<file path="config.mk">
export PLATFORM = sky130hd
export DESIGN_NAME = blk_prot_ctrl
export DESIGN_NICKNAME = d
export VERILOG_FILES = /design/src/rtl/blk_prot_pkg.sv /design/src/rtl/blk_addr_decode.sv /design/src/rtl/prot_cmd_seq.sv /design/src/rtl/blk_prot_cell.sv /design/src/rtl/blk_prot_ctrl.sv
export SDC_FILE = /design/constraint.sdc
export NUM_CORES = 1
export LEC_CHECK = 0
export CAP_MARGIN = 5
export CORE_ASPECT_RATIO = 1.25
export CORE_MARGIN = 4
export CORE_UTILIZATION = 45
export CTS_CLUSTER_DIAMETER = 120
export DETAILED_ROUTE_END_ITERATION = 8
export PLACE_DENSITY_LB_ADDON = 0.05
export SETUP_SLACK_MARGIN = 0.1
export SLEW_MARGIN = 0
export SYNTH_ARGS = -nofsm -noshare
export SYNTH_HDL_FRONTEND = slang
export SYNTH_HIERARCHICAL = 1
export SYNTH_SLANG_ARGS = --single-unit
</file>
<file path="constraint.sdc">
create_clock -name clk_i -period 11.6 [get_ports clk_i]
set_clock_uncertainty 0.15 [all_clocks]
set_input_delay 2.32 -clock clk_i [delete_from_list [all_inputs] [get_ports clk_i]]
set_output_delay 2.32 -clock clk_i [all_outputs]
set_load 0.02 [all_outputs]
</file>
<file path="src/rtl/blk_prot_pkg.sv">
package blk_prot_pkg;
  localparam logic [7:0] CMD_SETUP   = 8'h60;
  localparam logic [7:0] CMD_PROTECT = 8'h01;
  localparam logic [7:0] CMD_UNPROT  = 8'h D0;
  localparam logic [7:0] CMD_LOCK    = 8'h2F;

  typedef enum logic [1:0] {
    OP_NONE   = 2'd0,
    OP_PROT   = 2'd1,
    OP_UNPROT = 2'd2,
    OP_LOCK   = 2'd3
  } prot_op_e;
endpackage

</file>
<file path="src/rtl/blk_addr_decode.sv">
module blk_addr_decode #(
  parameter int N_MAIN      = 63,
  parameter int N_PARAM     = 8,
  parameter int MAIN_LOG2   = 15,
  parameter int PARAM_LOG2  = 12,
  parameter bit TOP_BOOT    = 1'b1,
  parameter int ADDR_W      = 21,
  parameter int BLK_W       = 7
) (
  input  logic [ADDR_W-1:0] addr_i,
  output logic [BLK_W-1:0]  blk_o
);
  localparam int N_BLK = N_MAIN + N_PARAM;

  if (TOP_BOOT) begin : g_top
    localparam logic [ADDR_W-1:0] P_BASE = ADDR_W'(N_MAIN) << MAIN_LOG2;
    logic [ADDR_W-1:0] off;
    assign off = addr_i - P_BASE;
    always_comb begin
      if (addr_i >= P_BASE) blk_o = BLK_W'(N_MAIN) + BLK_W'(off >> PARAM_LOG2);
      else                  blk_o = BLK_W'(addr_i >> MAIN_LOG2);
    end
  end else begin : g_bot
    localparam logic [ADDR_W-1:0] P_END = ADDR_W'(N_PARAM) << PARAM_LOG2;
    logic [ADDR_W-1:0] off;
    assign off = addr_i - P_END;
    always_comb begin
      if (addr_i < P_END) blk_o = BLK_W'(addr_i >> PARAM_LOG2);
      else                blk_o = BLK_W'(N_PARAM) + BLK_W'(off >> MAIN_LOG2);
    end
  end

  // decoded index stays inside the array for in-map addresses
  always_comb begin
    a_r10_blk_range: assert (int'(blk_o) < N_BLK);
  end
endmodule

</file>
<file path="src/rtl/prot_cmd_seq.sv">
module prot_cmd_seq
  import blk_prot_pkg::*;
(
  input  logic       clk_i,
  input  logic       rst_ni,
  input  logic       wr_i,
  input  logic [7:0] data_i,
  output prot_op_e   op_o,
  output logic       seq_err_o
);
  logic armed_q, err_q;

  always_comb begin
    op_o = OP_NONE;
    if (wr_i && armed_q) begin
      unique case (data_i)
        CMD_PROTECT: op_o = OP_PROT;
        CMD_UNPROT:  op_o = OP_UNPROT;
        CMD_LOCK:    op_o = OP_LOCK;
        default:     op_o = OP_NONE;
      endcase
    end
  end

  always_ff @(posedge clk_i or negedge rst_ni) begin
    if (!rst_ni) begin
      armed_q <= 1'b0;
      err_q   <= 1'b0;
    end else begin
      err_q <= wr_i && armed_q && (op_o == OP_NONE);
      if (wr_i) armed_q <= !armed_q && (data_i == CMD_SETUP);
    end
  end

  assign seq_err_o = err_q;

  a_r3_err_needs_arm: assert property (@(posedge clk_i) disable iff (!rst_ni)
    seq_err_o |-> $past(armed_q) && $past(wr_i));
  a_r2_confirm_disarms: assert property (@(posedge clk_i) disable iff (!rst_ni)
    (wr_i && armed_q) |=> !armed_q);
endmodule

</file>
<file path="src/rtl/blk_prot_cell.sv">
module blk_prot_cell
  import blk_prot_pkg::*;
(
  input  logic     clk_i,
  input  logic     rst_ni,
  input  logic     wp_lvl_i,
  input  logic     wp_fall_i,
  input  logic     wp_rise_i,
  input  logic     sel_i,
  input  prot_op_e op_i,
  output logic     prot_o,
  output logic     lock_o
);
  logic prot_q, lock_q, shad_q;
  logic prot_d, lock_d, shad_d;

  always_comb begin
    prot_d = prot_q;
    lock_d = lock_q;
    shad_d = shad_q;
    if (wp_fall_i && lock_q) begin
      shad_d = prot_q;
      prot_d = 1'b1;
    end
    if (wp_rise_i && lock_q) prot_d = shad_q;
    if (sel_i) begin
      unique case (op_i)
        OP_PROT:   if (wp_lvl_i || !lock_q) prot_d = 1'b1;
        OP_UNPROT: if (wp_lvl_i || !lock_q) prot_d = 1'b0;
        OP_LOCK: begin
          if (wp_lvl_i) begin
            lock_d = 1'b1;
            prot_d = 1'b1;
          end else if (!lock_q) begin
            shad_d = prot_d;
            lock_d = 1'b1;
            prot_d = 1'b1;
          end
        end
        default: ;
      endcase
    end
  end

  always_ff @(posedge clk_i or negedge rst_ni) begin
    if (!rst_ni) begin
      prot_q <= 1'b1;
      lock_q <= 1'b0;
      shad_q <= 1'b1;
    end else begin
      prot_q <= prot_d;
      lock_q <= lock_d;
      shad_q <= shad_d;
    end
  end

  assign prot_o = prot_q;
  assign lock_o = lock_q;

  a_r5_low_locked_protected: assert property (@(posedge clk_i) disable iff (!rst_ni)
    (lock_q && !wp_lvl_i && !wp_fall_i) |-> prot_q);
  a_r11_lock_sticky: assert property (@(posedge clk_i) disable iff (!rst_ni)
    lock_q |=> lock_q);
  a_r7_restore: assert property (@(posedge clk_i) disable iff (!rst_ni)
    (wp_rise_i && lock_q && !sel_i) |=> (prot_q == $past(shad_q)));
endmodule

</file>
<file path="src/rtl/blk_prot_ctrl.sv">
module blk_prot_ctrl
  import blk_prot_pkg::*;
#(
  parameter int N_MAIN     = 63,
  parameter int N_PARAM    = 8,
  parameter int MAIN_LOG2  = 15,
  parameter int PARAM_LOG2 = 12,
  parameter bit TOP_BOOT   = 1'b1,
  parameter int ADDR_W     = $clog2(N_MAIN * (1 << MAIN_LOG2) + N_PARAM * (1 << PARAM_LOG2))
) (
  input  logic              clk_i,
  input  logic              rst_ni,
  input  logic              wp_i,
  input  logic              wr_i,
  input  logic [ADDR_W-1:0] wr_addr_i,
  input  logic [7:0]        wr_data_i,
  input  logic [ADDR_W-1:0] id_addr_i,
  output logic [15:0]       id_data_o,
  input  logic [ADDR_W-1:0] pe_addr_i,
  output logic              pe_ok_o,
  output logic              seq_err_o
);
  localparam int N_BLK = N_MAIN + N_PARAM;
  localparam int BLK_W = $clog2(N_BLK);

  logic [BLK_W-1:0] wr_blk, id_blk, pe_blk;
  logic [N_BLK-1:0] prot_v, lock_v;
  prot_op_e         op;
  logic             wp_q, wp_seen_q, wp_fall, wp_rise;

  blk_addr_decode #(.N_MAIN(N_MAIN), .N_PARAM(N_PARAM), .MAIN_LOG2(MAIN_LOG2),
    .PARAM_LOG2(PARAM_LOG2), .TOP_BOOT(TOP_BOOT), .ADDR_W(ADDR_W), .BLK_W(BLK_W))
    u_dec_wr (.addr_i(wr_addr_i), .blk_o(wr_blk));
  blk_addr_decode #(.N_MAIN(N_MAIN), .N_PARAM(N_PARAM), .MAIN_LOG2(MAIN_LOG2),
    .PARAM_LOG2(PARAM_LOG2), .TOP_BOOT(TOP_BOOT), .ADDR_W(ADDR_W), .BLK_W(BLK_W))
    u_dec_id (.addr_i(id_addr_i), .blk_o(id_blk));
  blk_addr_decode #(.N_MAIN(N_MAIN), .N_PARAM(N_PARAM), .MAIN_LOG2(MAIN_LOG2),
    .PARAM_LOG2(PARAM_LOG2), .TOP_BOOT(TOP_BOOT), .ADDR_W(ADDR_W), .BLK_W(BLK_W))
    u_dec_pe (.addr_i(pe_addr_i), .blk_o(pe_blk));

  prot_cmd_seq u_seq (
    .clk_i, .rst_ni, .wr_i, .data_i(wr_data_i), .op_o(op), .seq_err_o
  );

  // first cycle after reset only samples wp_i, so no false edge
  always_ff @(posedge clk_i or negedge rst_ni) begin
    if (!rst_ni) begin
      wp_q      <= 1'b0;
      wp_seen_q <= 1'b0;
    end else begin
      wp_q      <= wp_i;
      wp_seen_q <= 1'b1;
    end
  end
  assign wp_fall = wp_seen_q && wp_q && !wp_i;
  assign wp_rise = wp_seen_q && !wp_q && wp_i;

  for (genvar b = 0; b < N_BLK; b++) begin : g_blk
    blk_prot_cell u_cell (
      .clk_i, .rst_ni,
      .wp_lvl_i (wp_i),
      .wp_fall_i(wp_fall),
      .wp_rise_i(wp_rise),
      .sel_i    ((op != OP_NONE) && (wr_blk == BLK_W'(b))),
      .op_i     (op),
      .prot_o   (prot_v[b]),
      .lock_o   (lock_v[b])
    );
  end

  always_comb begin
    id_data_o = '0;
    if (id_addr_i[1:0] == 2'b10) id_data_o[1:0] = {lock_v[id_blk], prot_v[id_blk]};
  end

  assign pe_ok_o = !prot_v[pe_blk];

  a_r3_err_without_change: assert property (@(posedge clk_i) disable iff (!rst_ni)
    (seq_err_o && !$past(wp_fall) && !$past(wp_rise)) |-> $stable(prot_v) && $stable(lock_v));
endmodule

</file>
# ---- After elaboration in Yosys (flattened, before gate mapping)
# Cells that the tools add are included.
dict set report totals {
  regBits 217
  output_inout_bits 18
  word_cells 1681
}
dict set report classes {
  add_sub_neg 6
  magnitude_cmp 5
  n_eq_ne 78
  muxes 935
  n_reduce_logical 440
}
# op n
set ops {}
lappend ops {{$mux W1} 855}
lappend ops {{$eq A7 B6 Y1 const B} 32}
lappend ops {{$logic_and A1 B1 Y1} 220}
lappend ops {{$pmux W1 S3} 71}
lappend ops {{$reduce_and A2 Y1} 71}
lappend ops {{$eq A7 B5 Y1 const B} 16}
lappend ops {{$logic_not A1 Y1} 75}
lappend ops {{$logic_or A1 B1 Y1} 71}
lappend ops {{$ge A21 B21 Y1 const B} 3}
lappend ops {{$sub A19 B19 Y19 const B} 3}
lappend ops {{$eq A7 B4 Y1 const B} 8}
lappend ops {{$eq A7 B7 Y1 const B} 7}
lappend ops {{$eq A7 B3 Y1 const B} 4}
lappend ops {{$add A6 B7 Y7 const A} 3}
lappend ops {{$bmux W1 S7} 3}
lappend ops {{$mux W7} 3}
lappend ops {{$lt A7 B8 Y1 const B} 2}
lappend ops {{$eq A7 B2 Y1 const B} 2}
lappend ops {{$eq A8 B1 Y1 const B} 1}
lappend ops {{$eq A8 B6 Y1 const B} 1}
lappend ops {{$eq A8 B7 Y1 const B} 1}
lappend ops {{$eq A8 B8 Y1 const B} 1}
lappend ops {{$eq A7 B1 Y1 const B} 1}
lappend ops {{$logic_not A7 Y1} 1}
lappend ops {{other kinds (6)} 9}

# ---- Logic depth before layout (Yosys ltp)
# Gate-level depths: netlist of the first run.
dict set report logic_depth {
  ltp_word 9
  depth_mapped 14
  depth_no_buf 12
}

# ---- By module
# The synthesis of the first run kept the hierarchy.
# module n_inst cells_each area_per_inst_um2 seq_area_each_um2
set by_module_without_submodules {}
lappend by_module_without_submodules {blk_prot_cell 71 15 162.7 77.6}
lappend by_module_without_submodules {blk_prot_ctrl 1 288 2610.0 50.0}
lappend by_module_without_submodules {blk_addr_decode 3 36 299.0 0.0}
lappend by_module_without_submodules {prot_cmd_seq 1 18 158.9 50.0}

# ---- Worst setup path after synthesis of the first run
# No wires, ideal clock.
dict set report synth_timing {
  path_kind {input-to-reg}
  startpoint {input port wr_data_i[4]}
  endpoint {register g_blk[39].u_cell.shad_q}
  arrival_time_ps 12779
  slack_ps -1412
  stages 10
  path_cell_list {or4b_4 > a211oi_1 > or2_2 > clkbuf_1 > nand3_1 > clkbuf_1 > nor2_1 > a31o_2 > o21ai_2 > mux2_4}
}
dict set report synth_via {
  elab_chain_cells 6
}
# item line
set synth_lines {}
lappend synth_lines {{start: declaration} blk_prot_ctrl.sv:16} ;# input logic [7:0] wr_data_i,
lappend synth_lines {{$eq A8 B6 Y1 (tied with other cells)} prot_cmd_seq.sv:16} ;# unique case (data_i)
lappend synth_lines {{$pmux W2 S3 (*)} prot_cmd_seq.sv:16}
lappend synth_lines {{$mux W2 (*)} prot_cmd_seq.sv:15} ;# if (wr_i && armed_q) begin
lappend synth_lines {{net op[0]} blk_prot_ctrl.sv:28} ;# prot_op_e op;
lappend synth_lines {{$eq A2 B2 Y1 or $reduce_bool A2 Y1 (tied branches)} {blk_prot_cell.sv:27, blk_prot_ctrl.sv:64}}
lappend synth_lines {{$mux W1 or $logic_and A1 B1 Y1 (tied branches)} {blk_prot_cell.sv:27, blk_prot_ctrl.sv:64}}
lappend synth_lines {{$mux W1 (*)} blk_prot_cell.sv:26} ;# if (sel_i) begin
lappend synth_lines {{net g_blk[39].u_cell.shad_d} blk_prot_cell.sv:15} ;# logic prot_d, lock_d, shad_d;
lappend synth_lines {{end signal: assignment} blk_prot_cell.sv:49} ;# shad_q <= 1'b1;
lappend synth_lines {{end signal: assignment} blk_prot_cell.sv:53} ;# shad_q <= shad_d;
lappend synth_lines {{end: declaration} blk_prot_cell.sv:14} ;# logic prot_q, lock_q, shad_q;
# The timed path passes the listed nets; every way through them passes the cells marked *.
# A chain may end at the register's enable or synchronous reset.

# ---- Worst setup path after layout of the first run
dict set report layout_timing {
  startpoint {input port id_addr_i[12]}
  endpoint {output port id_data_o[1]}
}
dict set report layout_via {
  elab_chain_cells 6
}
# item line
set layout_lines {}
lappend layout_lines {{start: declaration} blk_prot_ctrl.sv:17} ;# input logic [ADDR_W-1:0] id_addr_i,
lappend layout_lines {{$sub A19 B19 Y19} blk_addr_decode.sv:18} ;# assign off = addr_i - P_BASE;
lappend layout_lines {{$add A6 B7 Y7} blk_addr_decode.sv:20} ;# if (addr_i >= P_BASE) blk_o = BLK_W'(N_MAIN) + BLK_W'(off >> PARAM_LOG2);
lappend layout_lines {{$mux W7 (*)} blk_addr_decode.sv:20}
lappend layout_lines {{net id_blk[0]} blk_prot_ctrl.sv:26} ;# logic [BLK_W-1:0] wr_blk, id_blk, pe_blk;
lappend layout_lines {{$bmux W1 S7 (*)} blk_prot_ctrl.sv:73} ;# if (id_addr_i[1:0] == 2'b10) id_data_o[1:0] = {lock_v[id_blk], prot_v[id_blk]};
lappend layout_lines {{$mux W1 (not written as such) (*)} blk_prot_ctrl.sv:73}
lappend layout_lines {{$mux W2 (*)} blk_prot_ctrl.sv:73}
lappend layout_lines {{end: declaration} blk_prot_ctrl.sv:18} ;# output logic [15:0] id_data_o,
# The timed path passes the listed nets; every way through them passes the cells marked *. The select of a mux whose other input is x is not followed.

==> metrics, run 1 <==
R2R setup slack 7.68 ns; VDD IR max 92.01 µV; worst slew pin tran 1.069 ns; post-synth cell types 63; initial antenna violation count 0; clock latency on the worst-skew pair 0.54 ns; vias per std cell 6.182; # hold bufs at CTS 0; pwr dens 102.7 mW/mm²; Reg2Reg Depth 9; simple-gate share of the synthesized area 21.55%; die height 213.6 µm; Worst EP required 9.13 ns; kind of critical path input pin to output port; Post-CTS Setup Inserts 0; fin crit period 9.233 ns; max-cap violations 0; # fillers 3,003; DR WL met2 21.47 mm; TNS Setup 0 ns; final core utilization about half; status finished, final reports clean; Worst Path Buf+Inv 3; Clock power frac 49.0%; DP Worst Slack between 2 and 2.5 ns; Mapped Cells 1,479; YS warnings 6; DR top layer met4; gr usage total 23.71%; die width between 150 and 200 µm; placed instance area 0.01649 mm²; # diodes 0; Synth-to-Final Area Change 14.33%; cell row count 75; TritonCTS Buffers 26; Critical path destination id_data_o[1]; slowest CP cell mux2_4; dominant synthesized flop cell dfstp_2; Worst Min Path Start u_seq/armed_q; R2R Path Start u_seq/armed_q; Clock Sinks 217; grt total ovfl 0; Clock Path Buffers 3; Initial Utilization 45.42%; Syn Area/Cell 10.29 µm²; CP top delay family multiplexers; drt initial violations 860; register bit count reported by yosys ~220; Post-synth EDFFs 0; H-tree levels 1; IO Pins 93; CP Launch Type input pin; Worst path depth 12; RSZ-0062 raised after global routing no; Sw Pwr about 430 µW; metal3 WL slightly below 2 mm; Reg power frac roughly 43%; main combinational cell family by area after synthesis simple AND/OR/NAND/NOR gates; per-cell routed wire length roughly 22 µm; total power about 1800 µW; CTS root buf clkbuf_16; Antenna Nets Post-Route 0; Max Slew Vio Count 0; Core ar. 0.03350 mm²; DRT Pass-1 Iters 7; most common cell after layout, fill and taps aside nand2_1; drt total wl approximately 44 mm; XOR/XNOR Fraction of Synth Area 0.3454%; adder-cell share of the synthesized area 0.9868%; RR Endpoint g_blk[38].u_cell/shad_q; most frequent cells in the layout nand2_1 (173), nor2_1 (156), dfstp_2 (142), nand3b_1 (77); final worst-path cycle share 79.60%; CP Capture Type output port; register area share after synthesis 36.86%; hpwl dp 28.98 mm; Sw Share 24.28%; Pleak 0.006356 µW; Final Hold Viols 0; Int Pwr around 1400 µW; Comb power frac 8.4%; first-pass GRT wire length between 60 and 70 mm; Synth Area in Compound Gates between 20% and 30%; Hold Path Class flop to flop; DRC 0; share of synthesized registers carrying an async set or reset 100.0%; CTS clock-pin slew for the worst setup and hold paths 0.05 ns; crit path DAT 6.76 ns; final setup margin 2.367 ns; largest net degree at the start of global routing 96; Largest stage delay, worst path ~0.73 ns; PortBufs 78; final setup vio count 0; vias in the first global route roughly 12,000; cts repair resizes 0; worst-path fanout max 35; mux share of post-synthesis cell area 17.02%; start point of the critical path id_addr_i[12]; Final Instance Area 0.01740 mm²; Die Area 0.03684 mm²; vias post-DR 12,450; Hold Path Stages 2; Rel. slew slack 28.70%; FMAX 0.1083 GHz; layout cells sized above 1 around 31%; TritonCTS clock tree built; nets@finish around 1,700; wl on met1 19.90 mm; routability cong. 0.8096; worst-path cell chain clkdlybuf4s50_1 > inv_1 > ha_1 > nor4b_2 > a41oi_2 > nor3b_4 > mux2_4 > mux4_1 > mux4_2 > nand4_1 > nand4_1 > clkdlybuf4s50_1; cell area after synthesis ~0.015 mm²
==> Yosys cell counts (5+ instances only) <==
master | count | area (µm²)
nand2_1 | 173 | 649.4
nor2_1 | 159 | 596.8
dfstp_2 | 142 | 3731
nand3b_1 | 77 | 578.1
nor2b_1 | 76 | 475.5
o21ai_0 | 76 | 380.4
dfrtp_1 | 75 | 1877
o21a_1 | 75 | 563.0
mux2_4 | 74 | 1111
o221ai_1 | 72 | 630.6
a31o_2 | 71 | 621.9
and2_1 | 71 | 444.2
o21ai_2 | 71 | 621.9
mux4_2 | 47 | 1059
mux2i_1 | 24 | 240.2
nand3_1 | 19 | 95.09
buf_4 | 17 | 127.6
clkbuf_1 | 15 | 56.30
ha_1 | 12 | 150.1
inv_1 | 12 | 45.04
buf_2 | 7 | 35.03
a21boi_0 | 6 | 45.04
mux4_1 | 6 | 157.7
nand4_1 | 6 | 37.54
o31a_1 | 6 | 52.55
xnor2_1 | 6 | 52.55
a21oi_1 | 5 | 25.02
nand2b_1 | 5 | 31.28
nor3_1 | 5 | 25.02
==> sequential cells by signal, indices dropped and copies added, names as in the netlist <==
name	count
g_blk.u_cell/lock_o	71
g_blk.u_cell/prot_o	71
g_blk.u_cell/shad_q	71
u_seq/armed_q	1
u_seq/seq_err_o	1
wp_q	1
wp_seen_q	1
==> power by group through the flow <==
stage	logic, µW	registers, µW	clock network (µW)
CTS	152	760	898
floorplan	73.8	772	0
finish	150	760	875
detailed placement	152	772	0
global route	163	760	929
global placement	151	772	0
==> per-stage QoR <==
step / hold slack, ns / cells
2_1_floorplan: 0.3750 / 1492
3_3_place_gp: 0.3939 / 1966
3_5_place_dp: 0.4049 / 1966
4_1_cts: 0.4164 / 2014
5_1_grt: 0.4645 / 2014
6_report: 0.4171 / 2014
==> logic make-up (layout without fill, tap and decap cells) <==
group | count (synthesis) | count (layout)
buffers and inverters | 55 | 154
AO/OA/AOI/OAI | 412 | 412
AND/OR/NAND/NOR | 622 | 622
flip-flops | 217 | 217
multiplexers | 153 | 153
adder cells (fa/ha/maj) | 12 | 12
XOR/XNOR | 6 | 6
other | 2 | 15
==> area by class of cell <==
type	count	area, µm²	share of cell area, %
clock buffer	39	760.7	4.373
tap	423	529.3	3.043
inverter	12	45.04	0.2589
clock inverter	9	145.1	0.8344
sequential	217	5608	32.24
multi-input combinational	1220	9404	54.06
timing repair buffer	94	903.4	5.193
==> worst reg2reg max path, cell delays in order, from the launching register on <==
cell and delay [ns]:
dfrtp_1 0.35, nand2_1 0.16, a211oi_4 0.18, buf_4 0.79, or2_2 0.41, nand3_1 0.71, nor2_1 0.52, a31o_2 0.24
o21ai_2 0.06, mux2_4 0.29
==> layer usage <==
metal / up-vias / GRT usage, %
li1: 5726 / -
met1: 6341 / 33.25
met2: 320 / 39.05
met3: 63 / 2.784
met4: 0 / 6.562
met5: - / 0
==> worst min path at each step <==
stage               endpoint
6_report       u_seq/armed_q
3_5_place_dp   u_seq/armed_q
5_1_grt        u_seq/armed_q
4_1_cts        u_seq/armed_q
2_1_floorplan  u_seq/armed_q
3_3_place_gp   u_seq/armed_q
(Power assumes the default switching activity.)
==> run 2: changes to the inputs <==
==> constraint.sdc (replaced) <==
create_clock -name clk_i -period 9.1 [get_ports clk_i]
set_clock_uncertainty 0.15 [all_clocks]
set_input_delay 1.82 -clock clk_i [delete_from_list [all_inputs] [get_ports clk_i]]
set_output_delay 1.82 -clock clk_i [all_outputs]
set_load 0.02 [all_outputs]
==> run 2 against run 1 <==
Utilization down 0.067 points. Worst setup slack got worse by 1.6 ns. Highest routed layer unchanged. First-iteration DRC count decreased by 6.5%. Critical endpoint unchanged.
==> metrics, run 2 (synthesis gave the netlist of run 1 again) <==
die width 172.5 µm (unchanged); Synth-to-Final Area Change 14.19% (was 14.33%); VDD IR max 127.6 µV (was 92.01 µV); slowest CP cell mux2i_4 (was mux2_4); drt initial violations 804 (was 860); CTS clock-pin slew for the worst setup and hold paths 0.05 ns (about the same); CTS root buf clkbuf_16 (unchanged); max-cap violations 0 (unchanged); Rel. slew slack 25.51% (was 28.70%); die height 213.6 µm (unchanged); CP Capture Type output port (unchanged); drt total wl 45.17 mm (was 44.45 mm); Worst EP required 7.13 ns (was 9.13 ns); pwr dens 128.2 mW/mm² (was 102.7 mW/mm²); Clock Sinks 217 (unchanged); Hold Path Class flop to flop (unchanged); Largest stage delay, worst path 0.81 ns (was 0.73 ns); final setup margin 0.8076 ns (was 2.367 ns); # diodes 0 (unchanged); TritonCTS Buffers 27 (was 26); cts repair resizes 0 (unchanged); worst-path cell chain clkdlybuf4s50_1 > and4bb_1 > a41oi_2 > nor3b_4 > mux2i_4 > buf_4 > mux4_2 > mux2_2 > and3_4 > o221ai_2 > nand4_1 > clkdlybuf4s50_1 (was clkdlybuf4s50_1 > inv_1 > ha_1 > nor4b_2 > a41oi_2 > nor3b_4 > mux2_4 > mux4_1 > mux4_2 > nand4_1 > nand4_1 > clkdlybuf4s50_1); FMAX 0.1206 GHz; Final Hold Viols 0 (unchanged); gr usage total 24.27% (was 23.71%); Clock Path Buffers 3 (unchanged); vias post-DR 12,381 (was 12,450); final worst-path cycle share 91.12%; largest net degree at the start of global routing 111 (was 96); worst slew pin tran 1.117 ns (was 1.069 ns); first-pass GRT wire length 70.86 mm (was 69.65 mm); status finished, final reports clean (unchanged); DRT Pass-1 Iters 5 (was 7); TritonCTS clock tree built (unchanged); # hold bufs at CTS 0 (unchanged); Initial Utilization 45.42% (unchanged); Die Area 0.03684 mm² (unchanged); CP Launch Type input pin (unchanged); RSZ-0062 raised after global routing no (unchanged); PortBufs 78 (unchanged); H-tree levels 1 (unchanged); vias in the first global route 12,289 (was 12,101); Antenna Nets Post-Route 0 (unchanged); most common cell after layout, fill and taps aside nand2_1 (unchanged); Max Slew Vio Count 0 (unchanged); Pleak 0.006350 µW (was 0.006356 µW); crit path DAT 6.32 ns (was 6.76 ns); per-cell routed wire length 22.39 µm (was 22.07 µm); CP top delay family buffers and inverters (was multiplexers); nets@finish 1,660 (was 1,658); routability cong. 0.8489 (was 0.8096); cell repeated most along the worst path clkdlybuf4s50_1; cell row count 75 (unchanged); fin crit period 8.292 ns; TNS Setup 0 ns (unchanged); initial antenna violation count 0 (unchanged); IO Pins 93 (unchanged); most frequent cells in the layout nand2_1 (173), nor2_1 (156), dfstp_2 (142), nand3b_1 (77) (unchanged); hpwl dp 29.90 mm (was 28.98 mm); clock latency on the worst-skew pair 0.55 ns (was 0.54 ns); Core ar. 0.03350 mm² (unchanged); Post-CTS Setup Inserts 0 (unchanged); worst-path fanout max 19 (was 35); kind of critical path input pin to output port (unchanged); grt total ovfl 0 (unchanged); Worst Path Buf+Inv 3 (unchanged); final setup vio count 0 (unchanged); DP Worst Slack 0.7972 ns (was 2.346 ns); vias per std cell 6.138 (was 6.182); DRC 0 (unchanged); layout cells sized above 1 31.12% (was 30.92%)
==> run 2: changes by cell type in the layout (fill, tap and decap cells not counted), sizes merged <==
cell,change
buf,+1
bufinv,-3
clkbuf,+2
clkinv,+2
inv,+1
==> run 2: layer usage <==
metal | track usage, % | vias to the layer above | wire (µm)
met5 | 0 | - | 0
met4 | 8.053 | 0 | 1415
met3 | 3.891 | 76 | 2306
met2 | 39.75 | 313 | 21840
met1 | 32.99 | 6242 | 19600
li1 | - | 5750 | -
==> run 2: stage by stage <==
step | utilization (%) | cells | hold WS (ns) | area (µm²) | power (µW)
3_5_place_dp | 49.24 | 1967 | 0.4036 | 16500 | 1177
3_3_place_gp | 49.24 | 1967 | 0.3935 | 16500 | 1176
5_1_grt | 51.86 | 2017 | 0.4466 | 17370 | 2313
2_1_floorplan | - | 1492 | 0.3750 | 15270 | 1078
4_1_cts | 51.86 | 2017 | 0.4137 | 17370 | 2256
6_report | 51.86 | 2017 | 0.4107 | 17370 | 2227
==> run 2: power by group <==
group          internal [µW]  leakage (µW)  switching (µW)
Combinational           67.3       0.00341             124
Sequential               969       0.00251           0.338
Clock                    632      0.000438             435
Total                   1670       0.00635             560
==> run 2: worst reg2reg max path, delay by kind of cell, from the launching register on <==
kind	cells	cell delay, ns
compound gates	2	0.29
buf+inv	1	0.66
flops	1	0.34
mux	1	0.29
simple gates	5	1.94
==> run 2: worst paths after layout <==
path | from | to | slack, ns | cells past startpoint
worst min-delay path | u_seq/armed_q | u_seq/armed_q | 0.41 | 2
worst max register to register | u_seq/armed_q | g_blk[32].u_cell/shad_q | 5.35 | 9
max in group asynchronous | rst_ni | g_blk[51].u_cell/lock_o | 6.22 | 2
worst min register to register | u_seq/armed_q | u_seq/armed_q | 0.41 | 2
worst max-delay path | id_addr_i[15] | id_data_o[1] | 0.81 | 12
min in group asynchronous | rst_ni | g_blk[6].u_cell/lock_o | 1.16 | 1
==> run 2: cell type report <==
type,instances,area [µm²]
multi-input combinational,1220,9404
sequential,217,5608
timing repair buffer,95,910.9
clock buffer,41,798.3
inverter,12,45.04
clock inverter,9,77.57
tap,423,529.3
fill,3059,16130
==> run 3: changes to the inputs <==
--- a/config.mk
+++ b/config.mk
@@ -11,9 +11,8 @@
 export CORE_UTILIZATION = 45
 export CTS_CLUSTER_DIAMETER = 120
 export DETAILED_ROUTE_END_ITERATION = 8
-export PLACE_DENSITY_LB_ADDON = 0.05
 export SETUP_SLACK_MARGIN = 0.1
-export SLEW_MARGIN = 0
+export SLEW_MARGIN = 20
 export SYNTH_ARGS = -nofsm -noshare
 export SYNTH_HDL_FRONTEND = slang
 export SYNTH_HIERARCHICAL = 1
==> run 3 against run 2 <==
First-iteration DRC count rose by 15%. Via count rose by 0.51%. Flip-flop and latch count did not move. Critical path depth fell by 1. Global-route usage fell by 0.075 points. Sequential share of layout area rose by 0.14 points. Design area fell by 0.43%. Combinational power barely moved. Power fell by 3.2%. Critical endpoint is now id_data_o[0].
==> metrics, run 3 (synthesis gave the netlist of run 1 again) <==
routability cong. 0.8289 (was 0.8489); cell repeated most along the worst path clkdlybuf4s50_1 (unchanged); hpwl dp 29.49 mm (was 29.90 mm); Initial Utilization 45.42% (unchanged); CTS root buf clkbuf_16 (unchanged); start point of the critical path id_addr_i[15] (unchanged); CP Launch Type input pin (unchanged); nets@finish 1,659 (was 1,660); crit path DAT 6.39 ns (was 6.32 ns); most common cell after layout, fill and taps aside nand2_1 (unchanged); R2R Path Start u_seq/armed_q (unchanged); initial antenna violation count 0 (unchanged); Post-CTS Setup Inserts 0 (unchanged); vias per std cell 6.185 (was 6.138); final setup margin 0.7373 ns (was 0.8076 ns); final worst-path cycle share 91.90% (was 91.12%); Antenna Nets Post-Route 0 (unchanged); status finished, final reports clean (unchanged); die width 172.5 µm (unchanged); slowest CP cell mux2i_4 (unchanged); Die Area 0.03684 mm² (unchanged); first-pass GRT wire length 70.78 mm (was 70.86 mm); # fillers 3,017 (was 3,059); Final Hold Viols 0 (unchanged); drt total wl 44.66 mm (was 45.17 mm); max-cap violations 0 (unchanged); most frequent cells in the layout nand2_1 (173), nor2_1 (156), dfstp_2 (142), nand3b_1 (77) (unchanged); H-tree levels 1 (unchanged); Clock Sinks 217 (unchanged); per-cell routed wire length 22.20 µm (was 22.39 µm); Worst Min Path Start u_seq/armed_q (unchanged); Worst EP required 7.13 ns (about the same); # diodes 0 (unchanged); Largest stage delay, worst path 0.91 ns (was 0.81 ns); kind of critical path input pin to output port (unchanged); FMAX 0.1196 GHz (was 0.1206 GHz); Clock Path Buffers 3 (unchanged); Max Slew Vio Count 0 (unchanged); PortBufs 78 (unchanged); CP Capture Type output port (unchanged); cts repair resizes 0 (unchanged); pwr dens 124.6 mW/mm² (was 128.2 mW/mm²); VDD IR max 113.7 µV (was 127.6 µV); worst-path cell chain clkdlybuf4s50_1 > and4bb_1 > a41oi_2 > nor3b_4 > mux2i_4 > mux2i_1 > mux4_2 > o22ai_1 > a311oi_1 > a211oi_1 > clkdlybuf4s50_1 (was clkdlybuf4s50_1 > and4bb_1 > a41oi_2 > nor3b_4 > mux2i_4 > buf_4 > mux4_2 > mux2_2 > and3_4 > o221ai_2 > nand4_1 > clkdlybuf4s50_1); vias post-DR 12,444 (was 12,381); DRT Pass-1 Iters 5 (unchanged); vias in the first global route 12,206 (was 12,289); TritonCTS clock tree built (unchanged); fin crit period 8.363 ns (was 8.292 ns); worst-path fanout max 23 (was 19); drt initial violations 928 (was 804); layout cells sized above 1 30.71% (was 31.12%); Core ar. 0.03350 mm² (unchanged); cell row count 75 (unchanged); largest net degree at the start of global routing 120 (was 111); RSZ-0062 raised after global routing no (unchanged); Rel. slew slack 31.23% (was 25.51%); die height 213.6 µm (unchanged); worst slew pin tran 1.010 ns (was 1.117 ns); TritonCTS Buffers 25 (was 27); Hold Path Class flop to flop (unchanged); grt total ovfl 0 (unchanged); Synth-to-Final Area Change 13.69% (was 14.19%); # hold bufs at CTS 0 (unchanged); DRC 0 (unchanged); IO Pins 93 (unchanged); DP Worst Slack 0.8298 ns (was 0.7972 ns); gr usage total 24.19% (was 24.27%); final setup vio count 0 (unchanged); clock latency on the worst-skew pair 0.55 ns (about the same); hold slack 0.4050 ns (was 0.4107 ns); Pleak 0.006304 µW (was 0.006350 µW); TNS Setup 0 ns (unchanged); CTS clock-pin slew for the worst setup and hold paths 0.06 ns (was 0.05 ns)
## run 3: critical path, delay by kind of cell
family / cells / cell delay (ns)
multiplexers: 3 / 1.59
buffers and inverters: 2 / 1.38
AND/OR/NAND/NOR: 2 / 0.70
AO/OA/AOI/OAI: 4 / 0.87
## run 3: stage by stage
stage | cell area (µm²) | instances | power [µW] | util (%)
finish | 17300 | 2012 | 2155 | 51.63
global route | 17300 | 2012 | 2236 | 51.63
CTS | 17300 | 2012 | 2185 | 51.63
detailed placement | 16520 | 1968 | 1178 | 49.30
global placement | 16520 | 1968 | 1176 | 49.30
floorplan | 15270 | 1492 | 1078 | -
## run 3: final cells by class
type                            instances  area, µm²  area share (%)
Multi-Input combinational cell       1220       9404           54.37
Sequential cell                       217       5608           32.42
Timing Repair Buffer                   96      930.9           5.382
Clock buffer                           40      732.0           4.231
Tap cell                              423      529.3           3.060
Clock inverter                          4      48.80          0.2821
Inverter                               12      45.04          0.2604
## run 3: worst paths after layout
kind | to | slack, ns | cells after the start
min in group asynchronous | g_blk[4].u_cell/lock_o | 1.13 | 1
max reg2reg | g_blk[0].u_cell/shad_q | 5.17 | 9
min | u_seq/armed_q | 0.40 | 2
min reg2reg | u_seq/armed_q | 0.40 | 2
max in group asynchronous | wp_q | 6.52 | 2
max | id_data_o[0] | 0.74 | 11
## run 3: routing by layer
| metal | share of wire, % | wire length, µm | vias up | track usage (%) |
|---|---|---|---|---|
| met4 | 3.0 | 1355 | 0 | 7.321 |
| met3 | 5.1 | 2282 | 72 | 3.227 |
| met2 | 48 | 21450 | 352 | 39.68 |
| li1 | - | - | 5740 | - |
| met5 | 0 | 0 | - | 0 |
| met1 | 44 | 19570 | 6280 | 33.57 |
## run 3: power by group
part           switching (µW)  internal [µW]
combinational             125           68.0
clock                     418            575
sequential              0.339            969
total                     543           1610
